===== config.mk =====
export PLATFORM = sky130hd
export DESIGN_NAME = dac_start_sel
export DESIGN_NICKNAME = d
export VERILOG_FILES = /design/src/rtl/dac_trig_pkg.sv /design/src/rtl/dac_trig_sync.sv /design/src/rtl/dac_ext_qual.sv /design/src/rtl/dac_swtrg_bit.sv /design/src/rtl/dac_start_sel.sv
export SDC_FILE = /design/constraint.sdc
export NUM_CORES = 1
export LEC_CHECK = 0
export BUFFER_PORTS_ARGS = -buffer_cell sky130_fd_sc_hd__clkbuf_2
export CELL_PAD_IN_SITES_DETAIL_PLACEMENT = 1
export CELL_PAD_IN_SITES_GLOBAL_PLACEMENT = 1
export CORE_AREA = 3 3 40 42
export CTS_BUF_LIST = sky130_fd_sc_hd__clkbuf_8
export CTS_CLUSTER_DIAMETER = 100
export DETAILED_ROUTE_END_ITERATION = 16
export DIE_AREA = 0 0 43 45
export GPL_TIMING_DRIVEN = 0
export PLACE_DENSITY_LB_ADDON = 0.1
export SLEW_MARGIN = 40
export SYNTH_ARGS = -nofsm -noshare
export SYNTH_HDL_FRONTEND = slang
export SYNTH_SLANG_ARGS = --single-unit

===== constraint.sdc =====
create_clock -name clk -period 1.15 [get_ports clk]
set_clock_uncertainty 0.05 [all_clocks]
set_input_delay 0.1725 -clock clk [delete_from_list [all_inputs] [get_ports clk]]
set_output_delay 0.1725 -clock clk [all_outputs]
set_load 0.01 [all_outputs]

===== src/rtl/dac_trig_pkg.sv =====
package dac_trig_pkg;

  typedef enum logic [1:0] {
    QUAL_LOW  = 2'd0,
    QUAL_HIGH = 2'd1,
    QUAL_FALL = 2'd2,
    QUAL_RISE = 2'd3
  } qual_e;

  localparam int SRC_SOFT     = 0;
  localparam int SRC_PIN      = 1;
  localparam int SRC_TMR_BASE = 2;

endpackage


===== src/rtl/dac_trig_sync.sv =====
module dac_trig_sync #(
  parameter int STAGES = 2
) (
  input  logic clk,
  input  logic rst,
  input  logic d,
  output logic q
);
  logic [STAGES-1:0] chain;

  always_ff @(posedge clk) begin
    if (rst) chain <= '0;
    else     chain <= {chain[STAGES-2:0], d};
  end

  assign q = chain[STAGES-1];
endmodule


===== src/rtl/dac_ext_qual.sv =====
module dac_ext_qual
  import dac_trig_pkg::*;
(
  input  logic  clk,
  input  logic  rst,
  input  logic  pin_s,
  input  qual_e mode,
  input  logic  busy,
  output logic  hit
);
  logic pin_d;

  always_ff @(posedge clk) begin
    if (rst) pin_d <= 1'b0;
    else     pin_d <= pin_s;
  end

  always_comb begin
    unique case (mode)
      QUAL_LOW:  hit = ~pin_s & ~busy;
      QUAL_HIGH: hit =  pin_s & ~busy;
      QUAL_FALL: hit = ~pin_s &  pin_d;
      QUAL_RISE: hit =  pin_s & ~pin_d;
      default:   hit = 1'b0;
    endcase
  end
endmodule


===== src/rtl/dac_swtrg_bit.sv =====
module dac_swtrg_bit (
  input  logic clk,
  input  logic rst,
  input  logic wr,
  input  logic wdata,
  output logic pulse,
  output logic rdata
);
  logic bit_q;

  // A write of 1 sets the bit; with no new write it falls back to 0 on the next edge.
  always_ff @(posedge clk) begin
    if (rst) bit_q <= 1'b0;
    else     bit_q <= wr & wdata;
  end

  assign pulse = bit_q;
  assign rdata = 1'b0;
endmodule


===== src/rtl/dac_start_sel.sv =====
module dac_start_sel
  import dac_trig_pkg::*;
#(
  parameter int NUM_TIMERS  = 4,
  parameter int NUM_PWM     = 2,
  parameter int SYNC_STAGES = 2,
  localparam int NUM_SRC    = SRC_TMR_BASE + NUM_TIMERS + NUM_PWM,
  localparam int SEL_W      = $clog2(NUM_SRC)
) (
  input  logic                  clk,
  input  logic                  rst,
  input  logic                  conv_en,
  input  logic                  trig_mode_en,
  input  logic [SEL_W-1:0]      src_sel,
  input  logic [1:0]            ext_qual,
  input  logic                  sw_trig_wr,
  input  logic                  sw_trig_wdata,
  output logic                  sw_trig_rdata,
  input  logic                  data_wr,
  input  logic                  ext_pin,
  input  logic [NUM_TIMERS-1:0] timer_evt,
  input  logic [NUM_PWM-1:0]    pwm_evt,
  input  logic                  busy,
  output logic                  start_o
);
  localparam int SEL_SPAN = 1 << SEL_W;
  localparam int PWM_BASE = SRC_TMR_BASE + NUM_TIMERS;

  logic                pin_s;
  logic                ext_hit;
  logic                sw_pulse;
  logic [NUM_SRC-1:0]  src_vec;
  logic [SEL_SPAN-1:0] src_pad;
  logic                sel_hit;
  logic                cand;
  logic                start_q;

  dac_trig_sync #(.STAGES(SYNC_STAGES)) u_sync (
    .clk (clk),
    .rst (rst),
    .d   (ext_pin),
    .q   (pin_s)
  );

  dac_ext_qual u_qual (
    .clk   (clk),
    .rst   (rst),
    .pin_s (pin_s),
    .mode  (qual_e'(ext_qual)),
    .busy  (busy),
    .hit   (ext_hit)
  );

  dac_swtrg_bit u_sw (
    .clk   (clk),
    .rst   (rst),
    .wr    (sw_trig_wr),
    .wdata (sw_trig_wdata),
    .pulse (sw_pulse),
    .rdata (sw_trig_rdata)
  );

  assign src_vec[SRC_SOFT] = sw_pulse;
  assign src_vec[SRC_PIN]  = ext_hit;

  for (genvar t = 0; t < NUM_TIMERS; t++) begin : g_tmr
    assign src_vec[SRC_TMR_BASE + t] = timer_evt[t];
  end

  for (genvar p = 0; p < NUM_PWM; p++) begin : g_pwm
    assign src_vec[PWM_BASE + p] = pwm_evt[p];
  end

  // Codes beyond the last source read as a zero line.
  assign src_pad = SEL_SPAN'(src_vec);
  assign sel_hit = src_pad[src_sel];
  assign cand    = trig_mode_en ? sel_hit : data_wr;

  // Registered start; its own feedback keeps it one clock wide.
  always_ff @(posedge clk) begin
    if (rst) start_q <= 1'b0;
    else     start_q <= conv_en & cand & ~start_q;
  end

  assign start_o = start_q;
endmodule


**After elaboration in Yosys (flattened, before gate mapping)**

Cells that the tools add are included.

- Bitwise operators: 11
- Eq/ne operators: 3
- Reductions and logical operators: 1
- Magnitude comparators: 1
- Muxes and demuxes: 4

Operators by type and width:

| operator | number |
|---|---|
| $and 1x1->1 | 7 |
| $eq 2x2->1 const B | 2 |
| $lt 3x4->1 const B | 1 |
| $not 1->1 | 4 |
| $pmux 1 s4 | 1 |
| $bmux 1 s3 | 1 |
| $eq 2x1->1 const B | 1 |
| $logic_not 2->1 | 1 |
| $mux 1 | 2 |

- Register bits: 5
- Word-level logic and storage cells: 24
- Bits of input ports: 20
- Output and inout bits: 2

**Depth between registers and ports, before layout**

- Depth after elaboration: 8
- Mapped depth: 4
- Gate-level depth less buffers: 4

**Hierarchy**

Synthesis repeated with hierarchy kept, for this count alone.

- Cells, all modules: 25
- Area, all modules: 269.0 um2

Modules (own cells, without submodules):

| module | area each (um2) | cells each | times used | sequential area each (um2) |
|---|---|---|---|---|
| dac_start_sel | 107.6 | 10 | 1 | 20.0 |
| dac_ext_qual | 68.8 | 7 | 1 | 20.0 |
| dac_trig_sync | 52.6 | 4 | 1 | 40.0 |
| dac_swtrg_bit | 40.0 | 4 | 1 | 20.0 |

**Least setup slack after synthesis**

No wires, ideal clock.

- Path type: register -> register
- From: reg u_sync.chain[1]
- To: reg start_q, in the netlist start_o
- Setup slack: 0.024 ns
- Library setup time: 0.070 ns
- Required time: 1.030 ns
- Clock period less this slack: 1.126 ns
- Cell stages (with the launch flop): 5
- Path buffers: 0
- Arrival time: 1.007 ns
- Cell sequence: dfxtp_1 > or3b_1 > a21oi_1 > o41ai_1 > a21oi_1

- Longest elaborated chain between the ends: 8
- Elaborated cells on any way between the ends: 11
- Classes of those cells: mux (4); bitwise (7)

RTL lines:

| element | RTL line | RTL |
|---|---|---|
| start, declared | dac_trig_sync.sv:9 | `logic [STAGES-1:0] chain;` |
| start signal, assigned | dac_trig_sync.sv:13 | `else chain <= {chain[STAGES-2:0], d};` |
| $not 1->1 | dac_ext_qual.sv:20, dac_ext_qual.sv:22 |  |
| $and 1x1->1 (on tied branches) | dac_ext_qual.sv:22, dac_ext_qual.sv:20 |  |
| $pmux 1 s4 (*) | dac_ext_qual.sv:19 | `unique case (mode)` |
| $bmux 1 s3 (*) | dac_start_sel.sv:76 | `assign sel_hit = src_pad[src_sel];` |
| $mux 1 (not written as such) (*) | dac_start_sel.sv:76 |  |
| $mux 1 (*) | dac_start_sel.sv:77 | `assign cand = trig_mode_en ? sel_hit : data_wr;` |
| $and 1x1->1 (*) (2 in a row) | dac_start_sel.sv:82 | `else start_q <= conv_en & cand & ~start_q;` |
| end signal, assigned | dac_start_sel.sv:82 |  |
| end, declared | dac_start_sel.sv:36 | `logic start_q;` |

Mark *: on every way between the ends. The rest lies on a longest branch, timed or not. The select of a mux whose other input is x is not followed.
A chain may end at the register's enable or synchronous reset.

**Worst setup path after layout**

Ends and elaborated chain as after synthesis.

==> results.py <==
metrics = {
    "outcome": {
        "status": "complete, but fails checks",
        "violations": "setup timing",
    },
    "floorplan": {
        "die_area_sq_um": 1940,
        "pin_count": 22,
        "fp.dieH_um": 45,
        "die_w_um": 43,
        "row_count": 13,
        "coreArea_sq_um": 1280,
        "start_util_pct": 21.3,
    },
    "synthesis": {
        "syn_inst": 29,
        "synth.area.top_cells": "dfxtp_1 (37%), nor2b_1 (9.1%), mux4_2 (8.2%), a21oi_1 (5.5%), nor4b_2 (5.5%)",
        "netlist_area_sq_um": 274,
        "synth_top_area_cell": "dfxtp_1",
        "syn_avg_cell_area_sq_um": 9.45,
        "synth_warnings": 0,
        "ys_ff_latch": 5,
        "syn-num-nets": 49,
        "synth.distinct_cells": 17,
        "yosysSeqAreaShare_pct": 36.5,
        "yosysTopAreaCellShare_pct": 36.5,
    },
    "place": {
        "dp_hpwl_um": 611,
        "placed_area_sq_um": 393,
        "post-place-ws_ns": -0.132,
        "port-buffer-count": 20,
        "gp_congestion": 0.743,
        "dp.cells": 64,
    },
    "timing": {
        "drv_slew": 0,
        "finalSetupViolCount": 1,
        "timing.final.crit_period_ns": 1.23,
        "hold_viol": 0,
        "rsz0062_at_grt": "yes",
        "max_freq_mhz": 813,
        "worst_slack_ns": -0.0795,
        "timing.final.crit_share_pct": 107,
    },
    "setup_path": {
        "critPathMaxStageDelay_ns": 0.37,
        "cp-end-kind": "register",
        "worstSetupPathType": "reg2reg",
        "crit_required_ns": 1.25,
        "cp_slowest_cell": "or3b_4",
        "critical_path.startpoint": "u_sync.chain[1]$_SDFF_PP0_",
        "crit_chain": "or3b_4 -> a21oi_2 -> o41ai_2 -> a21oi_1",
        "path_buf_inv": 0,
        "worstPathArrival_ns": 1.33,
        "cp_top_family": "compound AO/OA/AOI/OAI gates",
        "worstReg2RegStart": "u_sync.chain[1]$_SDFF_PP0_",
        "r2r_cells": 4,
        "cp_max_fo": 3,
        "cp.depth": 4,
        "startpoint_type": "register",
        "r2r_slack_ns": -0.08,
        "crit_path_end": "start_o$_SDFF_PP0_",
        "r2r_end": "start_o$_SDFF_PP0_",
    },
    "run": {
        "cap_violations": 0,
    },
    "global_routing": {
        "first_global_vias": 307,
        "grt_pass1_wl_um": 1250,
        "busiest_layer": "met2",
        "met3_usage_pct": 3.98,
        "track_usage_pct": 8.76,
        "grt_max_degree": 6,
        "grt_antenna_before_repair": 0,
        "grt-ovfl-total": 0,
        "met1_usage_pct": 9.47,
        "use_met2_pct": 14.1,
    },
    "pwr": {
        "power_per_cell_area_nw_per_um2": 1260,
        "p_total_uw": 585,
        "irDropWorstVdd_uv": 621,
        "leakage_nw": 0.227,
    },
    "cells_and_area": {
        "design_area_sq_um": 464,
        "n_antenna_cell": 0,
        "final_util_pct": 36.1,
        "nFillCells": 164,
        "nNetsFinal": 75,
        "area_delta_synth_final_pct": 69.4,
        "final_layout_size_suffix_gt1_share_pct": 59.3,
        "fin_cells": 69,
    },
    "drt": {
        "wl_per_cell_um": 11.3,
        "drt_iter0_markers": 1,
        "vias_per_cell": 4.39,
        "wirelength_um": 783,
        "drcViolationCount": 0,
        "ant_nets": 0,
        "vias": 303,
        "drt-pass1-iter-count": 2,
    },
    "clock_network": {
        "tritoncts": "built",
        "ctsLongestPathBuffers": 2,
        "clock_latency_ns": 0.22,
        "cts_root_buf": "clkbuf_8",
        "cts-hold-fix-buffers": 0,
        "cts_buffers": 3,
        "cts.sinks": 5,
        "path_clk_slew_ns": 0.04,
        "htreeDepth": 1,
    },
    "hold_path": {
        "hold_class": "in2reg",
    },
}
==> per-layer routing <==
| layer | vias up | part of all wire, % |
|---|---|---|
| met2 | 17 | 49 |
| met5 | - | 0 |
| met1 | 134 | 37 |
| met4 | 0 | 2.6 |
| li1 | 150 | - |
| met3 | 2 | 12 |
==> how the worst min path moves through the flow <==
stage               slack [ns]                    end          start  depth (start not counted)
detailed placement        0.33  u_sw.pulse$_SDFF_PP0_  sw_trig_wdata                          3
finish                    0.10  u_sw.pulse$_SDFF_PP0_  sw_trig_wdata                          3
global route              0.11  u_sw.pulse$_SDFF_PP0_     sw_trig_wr                          3
CTS                        0.1  u_sw.pulse$_SDFF_PP0_  sw_trig_wdata                          3
floorplan                 0.19  u_sw.pulse$_SDFF_PP0_            rst                          1
global placement          0.32  u_sw.pulse$_SDFF_PP0_  sw_trig_wdata                          3
==> flip-flops by register name (all words and copies together), names as in the netlist <==
register / cells
start_o: 1
u_qual.pin_d: 1
u_sw.pulse: 1
u_sync.chain: 2
==> cells in the final DEF (no fill, tap or decap), drive strengths merged <==
cell type and instances:
inv 1, mux4 1, nor2b 4, mux2i 1
clkbuf 23, o41ai 1, a21oi 3, buf 2
xor2 1, and2b 1, nand2 3, nor2 2
nor4b 1, conb 1, nand2b 1, or3b 1
dfxtp 5, nand3b 1, a31oi 1
==> cell type report <==
class / instances / area [sq um] / area share (%)
buffer: 1 / 7.51 / 1.62
clock inverter: 1 / 3.75 / 0.809
tap: 15 / 18.8 / 4.04
multi-input combinational: 23 / 180 / 38.8
sequential: 5 / 101 / 21.8
timing repair buffer: 21 / 111 / 24.0
clock buffer: 3 / 41.3 / 8.89
==> kinds of logic after synthesis <==
kind of cell / Yosys count / synth area share, %
other: 1 / 1.37
buffers and inverters: 1 / 2.74
AND/OR/NAND/NOR: 14 / 33.3
AO/OA/AOI/OAI: 5 / 11.0
flip-flops: 5 / 36.5
XOR/XNOR: 1 / 3.20
multiplexers: 2 / 11.9
==> repair_timing <==
action	in CTS	in global routing
endpoints found under the setup margin	1	1
pin swaps	5	3
resized for setup	3	2
buffers inserted	1	0
cloned	0	0
==> Yosys cell counts <==
master	instances
nor2b_1	4
nor4b_2	1
xor2_1	1
mux4_2	1
nand2b_1	1
or3b_1	1
nand3b_1	1
and2b_4	1
nor2_1	2
a21oi_1	3
dfxtp_1	5
conb_1	1
nand2_1	3
a31oi_1	1
buf_4	1
o41ai_1	1
mux2i_1	1
==> worst register-to-register path: cells and delay by family (launching register included) <==
family           cells  cell delay [ns]
AO/OA/AOI/OAI        3             0.42
flip-flops           1             0.33
AND/OR/NAND/NOR      1             0.37
==> metrics by stage <==
step / hold slack [ns] / setup TNS, ns
6_report: 0.102 / -0.0795
3_5_place_dp: 0.332 / -0.132
3_3_place_gp: 0.325 / -0.136
5_1_grt: 0.114 / -0.165
2_1_floorplan: 0.194 / 0
4_1_cts: 0.0980 / -0.0221
==> power by group <==
part | switching [mW] | leakage (nW) | total [mW] | internal, mW
Combinational | 0.0349 | 0.159 | 0.0861 | 0.0512
Sequential | 0.00322 | 0.0415 | 0.185 | 0.182
Clock | 0.0846 | 0.0269 | 0.313 | 0.229
Total | 0.123 | 0.227 | 0.585 | 0.462
(Power assumes the default switching activity.)
